==> src/rtl/i2cq_pkg.sv <==
package i2cq_pkg;
  localparam logic [7:0] OFS_DATA   = 8'h10;
  localparam logic [7:0] OFS_RX_THR = 8'h38;
  localparam logic [7:0] OFS_TX_THR = 8'h3C;
  localparam logic [7:0] OFS_ENABLE = 8'h6C;
  localparam logic [7:0] OFS_TX_LVL = 8'h74;
  localparam logic [7:0] OFS_RX_LVL = 8'h78;

  localparam int CMD_W    = 9;
  localparam int READ_BIT = 8;

  typedef struct packed {
    logic       rd;
    logic [7:0] payload;
  } cmd_t;
endpackage

==> src/rtl/i2cq_fifo.sv <==
module i2cq_fifo #(
  parameter int WIDTH = 8,
  parameter int DEPTH = 8,
  localparam int PTR_W = (DEPTH > 1) ? $clog2(DEPTH) : 1,
  localparam int CNT_W = $clog2(DEPTH + 1)
) (
  input  logic             clk,
  input  logic             rst,
  input  logic             flush,
  input  logic             push,
  input  logic [WIDTH-1:0] din,
  input  logic             pop,
  output logic [WIDTH-1:0] dout,
  output logic [CNT_W-1:0] level,
  output logic             full,
  output logic             empty
);
  logic [WIDTH-1:0] mem [DEPTH];
  logic [PTR_W-1:0] wr_ptr, rd_ptr;
  logic             do_push, do_pop;

  function automatic logic [PTR_W-1:0] step(input logic [PTR_W-1:0] p);
    if (p == PTR_W'(DEPTH - 1)) return '0;
    return p + PTR_W'(1);
  endfunction

  assign full    = (level == CNT_W'(DEPTH));
  assign empty   = (level == '0);
  assign do_push = push && !full && !flush;
  assign do_pop  = pop && !empty && !flush;
  assign dout    = mem[rd_ptr];

  // storage without reset so it maps onto RAM
  always_ff @(posedge clk) begin
    if (do_push) mem[wr_ptr] <= din;
  end

  always_ff @(posedge clk) begin
    if (rst || flush) begin
      wr_ptr <= '0;
      rd_ptr <= '0;
      level  <= '0;
    end else begin
      if (do_push) wr_ptr <= step(wr_ptr);
      if (do_pop)  rd_ptr <= step(rd_ptr);
      case ({do_push, do_pop})
        2'b10:   level <= level + CNT_W'(1);
        2'b01:   level <= level - CNT_W'(1);
        default: level <= level;
      endcase
    end
  end
endmodule

==> src/rtl/i2cq_level_flags.sv <==
module i2cq_level_flags #(
  parameter int CNT_W = 4
) (
  input  logic             clk,
  input  logic             rst,
  input  logic [CNT_W-1:0] tx_level,
  input  logic [CNT_W-1:0] tx_thr,
  input  logic [CNT_W-1:0] rx_level,
  input  logic [CNT_W-1:0] rx_thr,
  output logic             tx_low,
  output logic             rx_high
);
  always_ff @(posedge clk) begin
    if (rst) begin
      tx_low  <= 1'b1;
      rx_high <= 1'b0;
    end else begin
      tx_low  <= (tx_level <= tx_thr);
      rx_high <= (rx_level > rx_thr);
    end
  end
endmodule

==> src/rtl/i2cq_front.sv <==
module i2cq_front #(
  parameter int DEPTH  = 8,
  parameter int ADDR_W = 8,
  parameter int DATA_W = 32,
  localparam int CNT_W = $clog2(DEPTH + 1)
) (
  input  logic              clk,
  input  logic              rst,
  input  logic              host_wr,
  input  logic              host_rd,
  input  logic [ADDR_W-1:0] host_addr,
  input  logic [DATA_W-1:0] host_wdata,
  output logic [DATA_W-1:0] host_rdata,
  output logic              cmd_valid,
  output logic              cmd_is_read,
  output logic [7:0]        cmd_byte,
  input  logic              cmd_pop,
  input  logic              rx_push,
  input  logic [7:0]        rx_byte,
  input  logic              abort,
  output logic              tx_low,
  output logic              rx_high,
  output logic              tx_over,
  output logic              rx_over,
  output logic              rx_under
);
  import i2cq_pkg::*;

  logic             en_q;
  logic [CNT_W-1:0] tx_thr_q, rx_thr_q, pend_q;
  logic [CNT_W-1:0] tx_level, rx_level;
  logic             tx_full, tx_empty, rx_full, rx_empty;
  logic             flush;
  cmd_t             tx_in, tx_head;
  logic [7:0]       rx_head;
  logic             wr_data, rd_data, is_rd_cmd, rx_room_ok;
  logic             tx_accept, tx_reject, rx_accept, rx_drop, rx_pop;
  logic             pend_inc, pend_dec;

  assign flush      = abort || !en_q;
  assign wr_data    = host_wr && (host_addr == ADDR_W'(OFS_DATA));
  assign rd_data    = host_rd && (host_addr == ADDR_W'(OFS_DATA));
  assign is_rd_cmd  = host_wdata[READ_BIT];
  assign rx_room_ok = ({1'b0, rx_level} + {1'b0, pend_q}) < (CNT_W + 1)'(DEPTH);

  assign tx_accept  = wr_data && !flush && !tx_full && (!is_rd_cmd || rx_room_ok);
  assign tx_reject  = wr_data && !flush && !tx_accept;
  assign rx_accept  = rx_push && !flush && !rx_full;
  assign rx_drop    = rx_push && !flush && rx_full;
  assign rx_pop     = rd_data && !rx_empty;
  assign pend_inc   = tx_accept && is_rd_cmd;
  assign pend_dec   = rx_accept && (pend_q != '0);

  assign tx_in.rd      = is_rd_cmd;
  assign tx_in.payload = host_wdata[7:0];

  i2cq_fifo #(.WIDTH(CMD_W), .DEPTH(DEPTH)) u_txq (
    .clk   (clk),
    .rst   (rst),
    .flush (flush),
    .push  (tx_accept),
    .din   (tx_in),
    .pop   (cmd_pop),
    .dout  (tx_head),
    .level (tx_level),
    .full  (tx_full),
    .empty (tx_empty)
  );

  i2cq_fifo #(.WIDTH(8), .DEPTH(DEPTH)) u_rxq (
    .clk   (clk),
    .rst   (rst),
    .flush (flush),
    .push  (rx_accept),
    .din   (rx_byte),
    .pop   (rx_pop),
    .dout  (rx_head),
    .level (rx_level),
    .full  (rx_full),
    .empty (rx_empty)
  );

  i2cq_level_flags #(.CNT_W(CNT_W)) u_flags (
    .clk      (clk),
    .rst      (rst),
    .tx_level (tx_level),
    .tx_thr   (tx_thr_q),
    .rx_level (rx_level),
    .rx_thr   (rx_thr_q),
    .tx_low   (tx_low),
    .rx_high  (rx_high)
  );

  assign cmd_valid   = en_q && !tx_empty;
  assign cmd_is_read = tx_head.rd;
  assign cmd_byte    = tx_head.payload;

  // control registers
  always_ff @(posedge clk) begin
    if (rst) begin
      en_q     <= 1'b0;
      tx_thr_q <= '0;
      rx_thr_q <= '0;
    end else if (host_wr) begin
      case (host_addr)
        ADDR_W'(OFS_ENABLE): en_q     <= host_wdata[0];
        ADDR_W'(OFS_TX_THR): tx_thr_q <= host_wdata[CNT_W-1:0];
        ADDR_W'(OFS_RX_THR): rx_thr_q <= host_wdata[CNT_W-1:0];
        default: ;
      endcase
    end
  end

  // outstanding read requests reserve receive space
  always_ff @(posedge clk) begin
    if (rst || flush) begin
      pend_q <= '0;
    end else begin
      case ({pend_inc, pend_dec})
        2'b10:   pend_q <= pend_q + CNT_W'(1);
        2'b01:   pend_q <= pend_q - CNT_W'(1);
        default: pend_q <= pend_q;
      endcase
    end
  end

  // registered read data
  always_ff @(posedge clk) begin
    if (rst) begin
      host_rdata <= '0;
    end else if (host_rd) begin
      case (host_addr)
        ADDR_W'(OFS_DATA):   host_rdata <= rx_empty ? '0 : DATA_W'(rx_head);
        ADDR_W'(OFS_TX_LVL): host_rdata <= DATA_W'(tx_level);
        ADDR_W'(OFS_RX_LVL): host_rdata <= DATA_W'(rx_level);
        ADDR_W'(OFS_ENABLE): host_rdata <= DATA_W'(en_q);
        ADDR_W'(OFS_TX_THR): host_rdata <= DATA_W'(tx_thr_q);
        ADDR_W'(OFS_RX_THR): host_rdata <= DATA_W'(rx_thr_q);
        default:             host_rdata <= '0;
      endcase
    end
  end

  // event strobes
  always_ff @(posedge clk) begin
    if (rst) begin
      tx_over  <= 1'b0;
      rx_over  <= 1'b0;
      rx_under <= 1'b0;
    end else begin
      tx_over  <= tx_reject;
      rx_over  <= rx_drop;
      rx_under <= rd_data && rx_empty;
    end
  end
endmodule

==> config.mk <==
export PLATFORM = sky130hd
export DESIGN_NAME = i2cq_front
export DESIGN_NICKNAME = d
export VERILOG_FILES = /design/src/rtl/i2cq_pkg.sv /design/src/rtl/i2cq_fifo.sv /design/src/rtl/i2cq_level_flags.sv /design/src/rtl/i2cq_front.sv
export SDC_FILE = /design/constraint.sdc
export NUM_CORES = 1
export LEC_CHECK = 0
export BUFFER_PORTS_ARGS = -buffer_cell sky130_fd_sc_hd__buf_2
export CAP_MARGIN = 30
export CORE_ASPECT_RATIO = 1.5
export CORE_MARGIN = 3
export CORE_UTILIZATION = 50
export DETAILED_ROUTE_END_ITERATION = 16
export PLACE_DENSITY = 0.73
export SLEW_MARGIN = 20
export SYNTH_ARGS = -nofsm -noshare
export SYNTH_HDL_FRONTEND = slang
export SYNTH_HIERARCHICAL = 1
export SYNTH_SLANG_ARGS = --single-unit
==> constraint.sdc <==
create_clock -name clk -period 3.3 [get_ports clk]
set_input_delay 0.165 -clock clk [delete_from_list [all_inputs] [get_ports clk]]
set_output_delay 0.165 -clock clk [all_outputs]
set_load 0.03 [all_outputs]
== Word level (Yosys, flattened, before mapping) ==
Memories as Yosys holds them, arrays and structs flattened. A register that Yosys moved wholly into a read port is not among the register bits.
Index checks and enable logic that the tools add are counted.

* $add $sub $neg: 11
* Multipliers: 0
* Div/mod/pow operators: 0
* Order comparisons: 3
* Eq/ne operators: 18
* Shift operators: 0
* Muxes and demuxes: 33
* Bitwise gates (word level): 0
* Reduce and logical (&&, ||, !) cells: 42

{| class="wikitable"
|+ Operator list
! cell !! number
|-
| $pmux W8 S6 || 1
|-
| $mux W3 || 12
|-
| $eq A8 B7 Y1 const B || 3
|-
| $pmux W4 S2 || 3
|-
| $logic_and A1 B1 Y1 || 22
|-
| $eq A8 B6 Y1 const B || 2
|-
| $mux W1 || 16
|-
| $add A3 B1 Y3 const B || 4
|-
| $add A4 B1 Y4 const B || 3
|-
| $eq A3 B3 Y1 const B || 4
|-
| $sub A4 B1 Y4 const B || 3
|-
| $eq A4 B4 Y1 const B || 2
|-
| $eq A8 B5 Y1 const B || 1
|-
| $logic_not A1 Y1 || 8
|-
| $logic_not A4 Y1 || 2
|-
| $mux W8 || 1
|-
| $eq A2 B1 Y1 const B || 3
|-
| $eq A2 B2 Y1 const B || 3
|-
| $reduce_and A2 Y1 || 3
|-
| $reduce_bool A2 Y1 || 3
|-
| $add A4 B4 Y5 || 1
|-
| $lt A5 B4 Y1 const B || 1
|-
| $gt A4 B4 Y1 || 1
|-
| $le A4 B4 Y1 || 1
|-
| 2 further kinds || 4
|}

* Register bits after elaboration: 70
* Latch bits: 0
* RAM bits: 136
* ROM bits: 0
* Bits of input ports: 55
* Output and inout bits: 47
* Memories kept: 2

{| class="wikitable"
|+ Memories
! name !! depth !! width !! rd ports !! clocked after memory_dff !! wr ports !! RTL line !! text
|-
| u_txq.mem || 8 || 9 || 1 || 1 || 1 || i2cq_fifo.sv:18 || <nowiki>logic [WIDTH-1:0] mem [DEPTH];</nowiki>
|-
| u_rxq.mem || 8 || 8 || 1 || 1 || 1 || i2cq_fifo.sv:18 ||
|}

== Longest topological paths before layout ==
Gate-level depths: netlist of run 1.

* Word-level depth: 11
* Mapped depth: 14

== Cells and area by module ==
Netlist of run 1, hierarchy kept.

{| class="wikitable"
|+ Modules (own cells, without submodules)
! module !! instances !! cells an instance !! area an instance (µm²) !! seq. area each (µm²)
|-
| i2cq_fifo at u_txq || 1 || 184 || 3,385.7 || 2,422.3
|-
| i2cq_fifo at u_rxq || 1 || 173 || 3,089.2 || 2,182.1
|-
| i2cq_front || 1 || 179 || 1,566.5 || 480.5
|-
| i2cq_level_flags || 1 || 28 || 247.7 || 40.0
|}

== Least setup slack after synthesis of run 1 ==
OpenSTA, ideal clock, no wires.

* Path type: input port to flip-flop
* Start: input port host_addr[5]
* End: memory u_txq/mem[0][0] (netlist bit), enable pin
* Setup time: 399 ps
* Arrival: 2,703 ps
* Setup slack: 198 ps
* Stages on the path: 7
* Path buffers: 1
* Path through: or4b_4 nor3_1 and4b_1 and2_1 or3b_1 buf_2 nor4_1

* Longest elaborated chain between the ends: 9

{| class="wikitable"
|+ Ends and longest elaborated chain
! what !! RTL line !! text
|-
| start: declaration || i2cq_front.sv:11 || <nowiki>input logic [ADDR_W-1:0] host_addr,</nowiki>
|-
| $eq A8 B5 Y1 || i2cq_front.sv:41 || <nowiki>assign wr_data = host_wr && (host_addr == ADDR_W'(OFS_DATA));</nowiki>
|-
| $logic_and A1 B1 Y1 || i2cq_front.sv:41 ||
|-
| $logic_and A1 B1 Y1 (3 in series) || i2cq_front.sv:46 || <nowiki>assign tx_accept = wr_data && !flush && !tx_full && (!is_rd_cmd || rx_room_ok);</nowiki>
|-
| via tx_accept || i2cq_front.sv:37 || <nowiki>logic tx_accept, tx_reject, rx_accept, rx_drop, rx_pop;</nowiki>
|-
| $logic_and A1 B1 Y1 (2 in series) || i2cq_fifo.sv:29 || <nowiki>assign do_push = push && !full && !flush;</nowiki>
|-
| $mux W1 || i2cq_fifo.sv:35 || <nowiki>if (do_push) mem[wr_ptr] <= din;</nowiki>
|-
| $mux W1 (implied by the code) || i2cq_fifo.sv:35 ||
|-
| end: declaration || i2cq_fifo.sv:18 ||
|}

The timed path passes the listed nets, and every way through them passes these cells.

== Worst setup path in the final report of run 1 ==
* Start: register pend_q[1]
* End: register u_txq.level[2]

* Longest elaborated chain between the ends: 8
* Elaborated cells between the ends (all ways): 10

{| class="wikitable"
|+ Ends and longest elaborated chain
! what !! RTL line !! text
|-
| start: declaration || i2cq_front.sv:30 || <nowiki>logic [CNT_W-1:0] tx_thr_q, rx_thr_q, pend_q;</nowiki>
|-
| start signal: assignment || i2cq_front.sv:120 || <nowiki>2'b10: pend_q <= pend_q + CNT_W'(1);</nowiki>
|-
| start signal: assignment || i2cq_front.sv:121 || <nowiki>2'b01: pend_q <= pend_q - CNT_W'(1);</nowiki>
|-
| start signal: assignment || i2cq_front.sv:122 || <nowiki>default: pend_q <= pend_q;</nowiki>
|-
| $add A4 B4 Y5 * || i2cq_front.sv:44 || <nowiki>assign rx_room_ok = ({1'b0, rx_level} + {1'b0, pend_q}) < (CNT_W + 1)'(DEPTH);</nowiki>
|-
| $lt A5 B4 Y1 * || i2cq_front.sv:44 ||
|-
| $logic_or A1 B1 Y1 * || i2cq_front.sv:46 ||
|-
| $logic_and A1 B1 Y1 * || i2cq_front.sv:46 ||
|-
| via tx_accept || i2cq_front.sv:37 ||
|-
| $logic_and A1 B1 Y1 * (2 in series) || i2cq_fifo.sv:29 ||
|-
| $eq A2 B1 Y1 / $eq A2 B2 Y1 (equally long branches) || i2cq_fifo.sv:46 || <nowiki>case ({do_push, do_pop})</nowiki>
|-
| $pmux W4 S2 / $reduce_bool A2 Y1 (equally long branches) || - ||
|-
| end signal: assignment || i2cq_fifo.sv:47 || <nowiki>2'b10: level <= level + CNT_W'(1);</nowiki>
|-
| end signal: assignment || i2cq_fifo.sv:48 || <nowiki>2'b01: level <= level - CNT_W'(1);</nowiki>
|-
| end signal: assignment || i2cq_fifo.sv:49 || <nowiki>default: level <= level;</nowiki>
|-
| end: declaration || i2cq_fifo.sv:14 || <nowiki>output logic [CNT_W-1:0] level,</nowiki>
|}

Mark *: on every way through the listed nets, which the timed path passes. The rest lies on a longest branch.
A chain may end at the register's enable or synchronous reset.

==> results of run 1 <==
==> worst max-delay path, delay by kind of cell (launching register included) <==
kind | cells | cell delay, ns
compound gates | 5 | 0.77
fa+ha+maj | 3 | 0.70
flops | 1 | 0.43
xor+xnor | 2 | 0.26
simple gates | 3 | 0.86
==> path summary, 6_finish.rpt <==
path | to | slack (ns) | cells after the start
setup reg to reg | u_txq/level[2] | 0.24 | 13
setup / recovery | u_txq/level[2] | 0.24 | 13
hold reg to reg | host_rdata[2] | 0.49 | 2
hold / removal | rx_over | 0.01 | 2
==> layout make-up <==
class	instances	area (um^2)
clock buffer	17	425
clock inverter	15	165
fill	1278	6660
inverter	15	56.3
multi-input combinational	339	2930
sequential	188	5120
tap	206	258
timing repair buffer	101	638
==> layout by cell type (no fill, tap or decap), types with 3 or more instances in the layout <==
cell type      synthesis  layout
edfxtp_1             136     136
buf_2                 10      54
dfxtp_1               52      52
nor2_1                51      51
buf_4                 24      41
mux4_2                34      34
ha_1                  28      28
conb_1                 1      24
mux2i_1               21      21
a21oi_1               19      19
nor3_1                17      17
clkbuf_16              0      17
mux2_2                17      17
inv_1                 15      15
nand2_1               14      14
nand2b_1              10      10
xor2_1                 8       8
o21ai_0                7       7
or3_1                  7       7
a211oi_1               6       6
dlygate4sd3_1          0       6
nor2b_1                5       5
or3b_1                 5       5
inv_6                  0       5
nor3b_1                4       4
and3_1                 4       4
o22ai_1                4       4
nor4_1                 5       4
a22oi_1                4       4
clkinv_8               0       4
a31oi_1                3       3
nand3_1                3       3
o211ai_1               3       3
nand3b_1               3       3
or3b_2                 3       3
==> logic make-up (layout without fill, tap and decap cells) <==
| group | Yosys count | count (layout) | share of synthesized area |
|---|---|---|---|
| AOI/OAI and AO/OA | 57 | 57 | 0.0454 |
| xor gates and xnor gates | 8 | 8 | 0.00845 |
| adders and majority gates | 29 | 29 | 0.0447 |
| buffers and inverters | 60 | 148 | 0.0395 |
| DFF | 188 | 188 | 0.618 |
| muxes | 72 | 72 | 0.141 |
| other | 1 | 24 | 0.000452 |
| and+or+nand+nor | 149 | 149 | 0.102 |
==> cells in the mapped netlist, drive strengths merged (4+ instances only) <==
cell type / count / share of area
edfxtp: 136 / 0.49
dfxtp: 52 / 0.13
nor2: 51 / 0.023
buf: 39 / 0.030
mux4: 34 / 0.092
ha: 28 / 0.042
mux2i: 21 / 0.025
a21oi: 19 / 0.011
mux2: 17 / 0.023
nor3: 17 / 0.010
inv: 15 / 0.0068
nand2: 14 / 0.0063
nand2b: 10 / 0.0075
or3b: 8 / 0.0085
xor2: 8 / 0.0085
a211oi: 7 / 0.0069
nor4: 7 / 0.0089
o21ai: 7 / 0.0042
or3: 7 / 0.0053
clkbuf: 6 / 0.0027
nor2b: 6 / 0.0054
nor3b: 5 / 0.0051
a22oi: 4 / 0.0036
and3: 4 / 0.0030
o22ai: 4 / 0.0030
==> registers in the layout, indices dropped and copies added (netlist names), named ones only <==
name / count
u_rxq/rd_ptr: 3
en_q: 1
pend_q: 4
u_rxq/mem: 64
rx_thr_q: 4
u_rxq/level: 4
u_txq/mem: 72
rx_over: 1
u_txq/level: 4
u_txq/wr_ptr: 3
u_rxq/wr_ptr: 3
rx_under: 1
host_rdata: 8
tx_over: 1
u_flags/tx_low: 1
u_flags/rx_high: 1
u_txq/rd_ptr: 3
tx_thr_q: 4
==> layer usage <==
metal	part of all wire	wire length [um]	global-route usage
met3	0.043	743	0.0413
met2	0.56	9740	0.373
met5	0.00041	7	0
met4	0.021	370	0.0736
met1	0.37	6420	0.217
==> power by group <==
part	internal [mW]	switching, mW	total, mW
sequential	2.52	0.000862	2.53
combinational	0.0291	0.0941	0.123
clock	1.02	0.979	2.00
==> per-stage QoR <==
| stage | hold slack (ns) | power [mW] | utilization |
|---|---|---|---|
| 2_1_floorplan | 0.264 | 2.66 | - |
| 3_3_place_gp | 0.422 | 2.69 | 0.550 |
| 3_5_place_dp | 0.436 | 2.70 | 0.550 |
| 4_1_cts | 0.00425 | 4.68 | 0.590 |
| 5_1_grt | 0.0168 | 4.80 | 0.590 |
| 6_report | 0.0107 | 4.65 | 0.590 |
==> metrics.md, run 1 <==
| Metric | Value |
|---|---|
| Outcome | `complete, no violations` |
| Placed inst area | `~9000 um^2` |
| Max Clock Freq | `between 0.3 and 0.4 GHz` |
| Final Hold Vio Count | `0` |
| LEAKAGE | `3.45 nW` |
| FP Rows | `57` |
| Setup Skew | `0.0171 ns` |
| Syn. warnings | `6` |
| H-tree lvl count | `4` |
| Avg Synthesized Cell Area | `14.7 um^2` |
| CTS clock-pin slew for the worst setup and hold paths | `0.07 ns` |
| Cell Chain, Critical Path | `ha_1, a31oi_1, o21ai_0, a21oi_1, and2_1, or3b_1, ha_1, xor2_1, ha_1, a21oi_1, xor2_1, or3_1, a21oi_1` |
| Setup_tns | `0 ns` |
| Netlist cell types | `54` |
| CTS Buf Count | `17` |
| Setup violations, final | `0` |
| CTS tree | `yes` |
| Period utilization | `0.927` |
| Layout Cells excl Fill | `881` |
| Critical-path maximum fanout | `5` |
| CTS Buffer Depth | `2` |
| Post-synth EDFFs | `136` |
| Worst Hold Launch | `rx_push` |
| Vias/cell | `5.63` |
| Initial antenna violation count | `1` |
| Clk_lat worst skew | `between 0.4 and 0.5 ns` |
| DR iter-0 viols | `roughly 320` |
| CP max stage delay | `about 0.43 ns` |
| Worst Hold Class | `input port to flip-flop` |
| Die area | `18200 um^2` |
| CTS Root Cell | `clkbuf_16` |
| Worst setup EP type | `flip-flop` |
| Number of nets in the layout | `746` |
| Arr. time, crit path | `3.41 ns` |
| Largest net degree at the start of global routing | `30` |
| Unrepaired setup endpoints after global routing | `false` |
| DRT Pass-1 Iters | `5` |
| Antenna cells | `0` |
| Synthesis-stage register bit count | `188` |
| Wire length per cell | `19.6 um` |
| Rel. slew slack | `0.405` |
| VDD IR-drop max | `0.323 mV` |
| Critical path origin | `pend_q[1]` |
| Kind of critical path | `flip-flop to flip-flop` |
| Reg-to-reg startpoint | `pend_q[1]` |
| Max-slew violations | `0` |
| Die width | `approximately 110 um` |
| Initial Util | `0.510` |
| Worst path slowest cell | `dfxtp_1` |
| Gr ovfl total | `0` |
| Setup crit start kind | `flip-flop` |
| Final Instance Area | `9600 um^2` |
| GRT Total Usage | `0.197` |
| Post CTS Setup Buffer Count | `0` |
| Num ports | `102` |
| Required @ worst endpoint | `3.65 ns` |
| Final Routed Wirelength | `~17000 um` |
| Final setup margin | `between 0.2 and 0.25 ns` |
| Post-synthesis sequential area ratio | `0.618` |
| Pwr/cell area | `484 nW/um^2` |
| Vias in the first global route | `5231` |
| Area Growth Syn to Fin | `15.8%` |
| Placed insts | `843` |
| Placer Congestion | `0.825` |
| Sink Count | `188` |
| Cts hold-fix bufs | `6` |
| First-pass GRT wire length | `between 20000 and 30000 um` |
| Top FF cell, synth | `edfxtp_1` |
| Async SR Flop Fraction | `0` |
| Max cap viols | `0` |
| DRC errors left | `0` |
| Post-Syn Area | `8290 um^2` |
| Slew @ Worst Pin | `0.892 ns` |
| Fraction of layout cells with a size suffix above 1 | `0.280` |
| I/O Buffers | `54` |
| Core box area | `16300 um^2` |
| DRT antenna net count | `0` |
| Post-Place Setup Slack | `0.0972 ns` |
| Via count | `just under 5000` |
| Detail Placement HPWL | `12100 um` |
| Syn Inst Count | `564` |
| Tmin final | `3.06 ns` |
| Chip height | `164 um` |
| CTS-repair resized insts | `0` |
(Power assumes the default switching activity.)
==> inputs of run 2 (changes only) <==
--- a/config.mk
+++ b/config.mk
@@ -5,13 +5,14 @@
 export SDC_FILE = /design/constraint.sdc
 export NUM_CORES = 1
 export LEC_CHECK = 0
+export ABC_AREA = 1
 export BUFFER_PORTS_ARGS = -buffer_cell sky130_fd_sc_hd__buf_2
 export CAP_MARGIN = 30
 export CORE_ASPECT_RATIO = 1.5
 export CORE_MARGIN = 3
 export CORE_UTILIZATION = 50
 export DETAILED_ROUTE_END_ITERATION = 16
-export PLACE_DENSITY = 0.73
+export PLACE_DENSITY = 0.7
 export SLEW_MARGIN = 20
 export SYNTH_ARGS = -nofsm -noshare
 export SYNTH_HDL_FRONTEND = slang
==> constraint.sdc (replaced) <==
create_clock -name clk -period 3.41 [get_ports clk]
set_input_delay 0.1705 -clock clk [delete_from_list [all_inputs] [get_ports clk]]
set_output_delay 0.1705 -clock clk [all_outputs]
set_load 0.03 [all_outputs]
==> metrics.md, run 2 <==
| Metric | Value |
|---|---|
| Required @ worst endpoint | `3.74 ns (+0.09 ns)` |
| DR iter-0 viols | `402 (+26%)` |
| Hold EP | `u_rxq/mem[4][2]` |
| Critical-path maximum fanout | `8 (+3)` |
| Pwr/cell area | `456 nW/um^2 (-5.8%)` |
| Wire length per cell | `15.4 um (-21%)` |
| Worst setup EP type | `flip-flop` |
| Core box area | `17000 um^2 (+4.4%)` |
| Arr. time, crit path | `2.95 ns (-0.46 ns)` |
| CTS Buf Count | `17 (unchanged)` |
| DRT antenna net count | `0 (unchanged)` |
| Fin util | `0.584 (-0.00648)` |
| Clk_lat worst skew | `0.44 ns (about the same)` |
| Initial antenna violation count | `0 (-1)` |
| LEAKAGE | `3.90 nW (+13%)` |
| Detail Placement HPWL | `13000 um (+6.9%)` |
| Most frequent cell after synthesis | `edfxtp_1` |
| VDD IR-drop max | `0.351 mV (+8.4%)` |
| Commonest cells after routing, fill and taps aside | `136 x edfxtp_1, 128 x nand2_1, 126 x nor2_1` |
| Die width | `114 um (+2.7%)` |
| Unrepaired setup endpoints after global routing | `false` |
| Async SR Flop Fraction | `0 (unchanged)` |
| Final Routed Wirelength | `18200 um (+5.0%)` |
| Post-synthesis sequential area ratio | `0.585 (-0.0335)` |
| CTS-repair resized insts | `0 (unchanged)` |
| First-pass GRT wire length | `28500 um (+2.9%)` |
| Synth cell count leaders | `136 x edfxtp_1, 128 x nand2_1, 126 x nor2_1` |
| Num ports | `102 (unchanged)` |
| Top-area cell type share of the netlist area | `0.466 (-0.0267)` |
| Die area | `19200 um^2 (+5.5%)` |
| Max-slew violations | `0 (unchanged)` |
| CTS Root Cell | `clkbuf_16` |
| Vias in the first global route | `5682 (+8.6%)` |
| Slew @ Worst Pin | `0.633 ns (-0.259 ns)` |
| Synth area leaders | `edfxtp_1 47%, dfxtp_1 12%, nand2_1 5.5%` |
| Final Hold Vio Count | `0 (unchanged)` |
| GRT Total Usage | `0.192 (-0.00543)` |
| Placer Congestion | `0.815 (-1.2%)` |
| Yosys top cell by area | `edfxtp_1` |
| Setup violations, final | `0 (unchanged)` |
| Chip height | `168 um (+2.7%)` |
| Cts hold-fix bufs | `10 (+4)` |
| Setup_tns | `0 ns (unchanged)` |
| Vias/cell | `5.19 (-7.8%)` |
| Worst Hold Class | `input port to flip-flop` |
| Post CTS Setup Buffer Count | `0 (unchanged)` |
| Setup Skew | `0.0143 ns (-0.00277 ns)` |
| Period utilization | `0.768 (-0.159)` |
| Avg Synthesized Cell Area | `10.1 um^2 (-31%)` |
| Netlist cell types | `41 (-24%)` |
| H-tree lvl count | `4 (unchanged)` |
| DRT Pass-1 Iters | `5 (unchanged)` |
| Largest Register | `u_txq/mem` |
| Syn Inst Count | `870 (+54%)` |
| Cells on worst reg2reg path | `16 (+3)` |
| CTS Buffer Depth | `2 (unchanged)` |
| Tmin final | `2.62 ns (-0.439 ns)` |
| Outcome | `complete, no violations` |
| Synthesis-stage register bit count | `188 (unchanged)` |
| Top FF cell, synth | `edfxtp_1` |
| Max reg flops | `72 (unchanged)` |
| CTS tree | `yes` |
| R2r setup slk | `0.79 ns (+0.55 ns)` |
| Gr ovfl total | `0 (unchanged)` |
| Worst Hold Launch | `rx_byte[2]` |
| Rel. slew slack | `0.576 (+0.172)` |
| Max cap viols | `0 (unchanged)` |
| Number of nets in the layout | `1038 (+39%)` |
| Post-synth EDFFs | `136 (unchanged)` |
| Commonest non-fill, non-tap cell in the layout | `edfxtp_1` |
| I/O Buffers | `54 (unchanged)` |
| Reg-to-reg startpoint | `u_rxq/level[1]` |
| Initial Util | `0.516 (+0.00636)` |
| Largest net degree at the start of global routing | `37 (+23%)` |
| Setup crit start kind | `flip-flop` |
| Fraction of layout cells with a size suffix above 1 | `0.158 (-0.122)` |
| Antenna cells | `0 (unchanged)` |
| Post-Syn Area | `8760 um^2 (+5.7%)` |
| FP Rows | `58 (+1.8%)` |
| Syn. warnings | `6 (unchanged)` |
| Max Clock Freq | `0.382 GHz (+17%)` |
| CTS clock-pin slew for the worst setup and hold paths | `0.07 ns (about the same)` |
| Sink Count | `188 (unchanged)` |
| Area Growth Syn to Fin | `13.1%` |
| Hold depth | `1 (-1)` |
| Largest regs | `u_txq/mem x72, u_rxq/mem x64, host_rdata x8` |
| RR Endpoint | `u_txq/level[2]` |
| Kind of critical path | `flip-flop to flip-flop` |
| DRC errors left | `0 (unchanged)` |
| Via count | `6104 (+23%)` |
==> run 2: cell count changes after synthesis, sizes merged, moves of 8 or more <==
cell / previous run / this run
inv: 15 / 85
nand3: 3 / 39
o21ai: 7 / 99
mux2: 17 / 0
o22ai: 4 / 17
nand2: 14 / 138
mux4: 34 / 0
or3b: 8 / 0
nand2b: 10 / 0
nor3: 17 / 4
nor2: 51 / 140
a21oi: 19 / 44
==> run 2: worst max-delay path: stages (launching register included) <==
cell and delay (ns):
dfxtp_1 0.50, ha_1 0.29, nand2_1 0.07, nor2_1 0.03
o21ai_0 0.14, nand2_1 0.08, nand2_1 0.08, and2_4 0.18
nand3b_4 0.10, ha_1 0.25, nor2_1 0.13, nor2_2 0.06
ha_1 0.17, a21oi_1 0.14, xnor2_1 0.10, o21ai_1 0.15
inv_1 0.05
==> run 2: worst max-delay path by stage <==
stage,startpoint,end,slack [ns],cells after the start
global route,u_rxq/level[1],pend_q[3],0.57,16
finish,u_rxq/level[1],u_txq/level[2],0.79,16
global placement,u_rxq/level[1],pend_q[3],0.85,16
detailed placement,u_rxq/level[1],pend_q[3],0.84,16
floorplan,u_rxq/level[1],u_txq/level[2],1.08,16
CTS,u_rxq/level[1],pend_q[3],0.82,16
==> run 2: cells by family (layout without fill, tap and decap cells) <==
kind of cell | count (synthesis) | in the layout | synth area share
muxes | 17 | 17 | 0.0194
and+or+nand+nor | 333 | 333 | 0.174
DFF | 188 | 188 | 0.585
other | 1 | 24 | 0.000428
xor gates and xnor gates | 6 | 6 | 0.00600
buffers and inverters | 134 | 208 | 0.0767
adders and majority gates | 29 | 29 | 0.0423
AOI/OAI and AO/OA | 162 | 162 | 0.0964
==> run 2: area by class of cell <==
class,instances,area (um^2)
clock buffer,17,425
clock inverter,15,161
fill,1415,7070
inverter,88,333
multi-input combinational,571,3050
sequential,188,5120
tap,210,263
timing repair buffer,88,551
==> run 2: power breakdown <==
group	switching, mW	internal [mW]	total (mW)	leakage [nW]
clock network	0.949	0.989	1.94	0.286
logic	0.103	0.0321	0.135	1.97
registers	0.00219	2.44	2.45	1.64
total	1.05	3.47	4.52	3.90
==> run 2: stage by stage <==
stage	std cells	hold slack (ns)	setup slack (ns)	instance area (um^2)	total power, mW
6_report	1177	0.0277	0.790	9910	4.52
5_1_grt	1177	0.0248	0.568	9910	4.67
4_1_cts	1177	0.00858	0.820	9910	4.56
3_5_place_dp	1135	0.443	0.842	9230	2.62
3_3_place_gp	1135	0.436	0.850	9230	2.62
2_1_floorplan	893	0.240	1.08	8850	2.59
==> run 2: layer usage <==
layer  up-vias  wire length, um  global-route usage
li1       3081                -                   -
met5         -                0                   0
met1      2863             7240               0.213
met4         0              356              0.0641
met3        26              751              0.0399
met2       134             9800               0.358
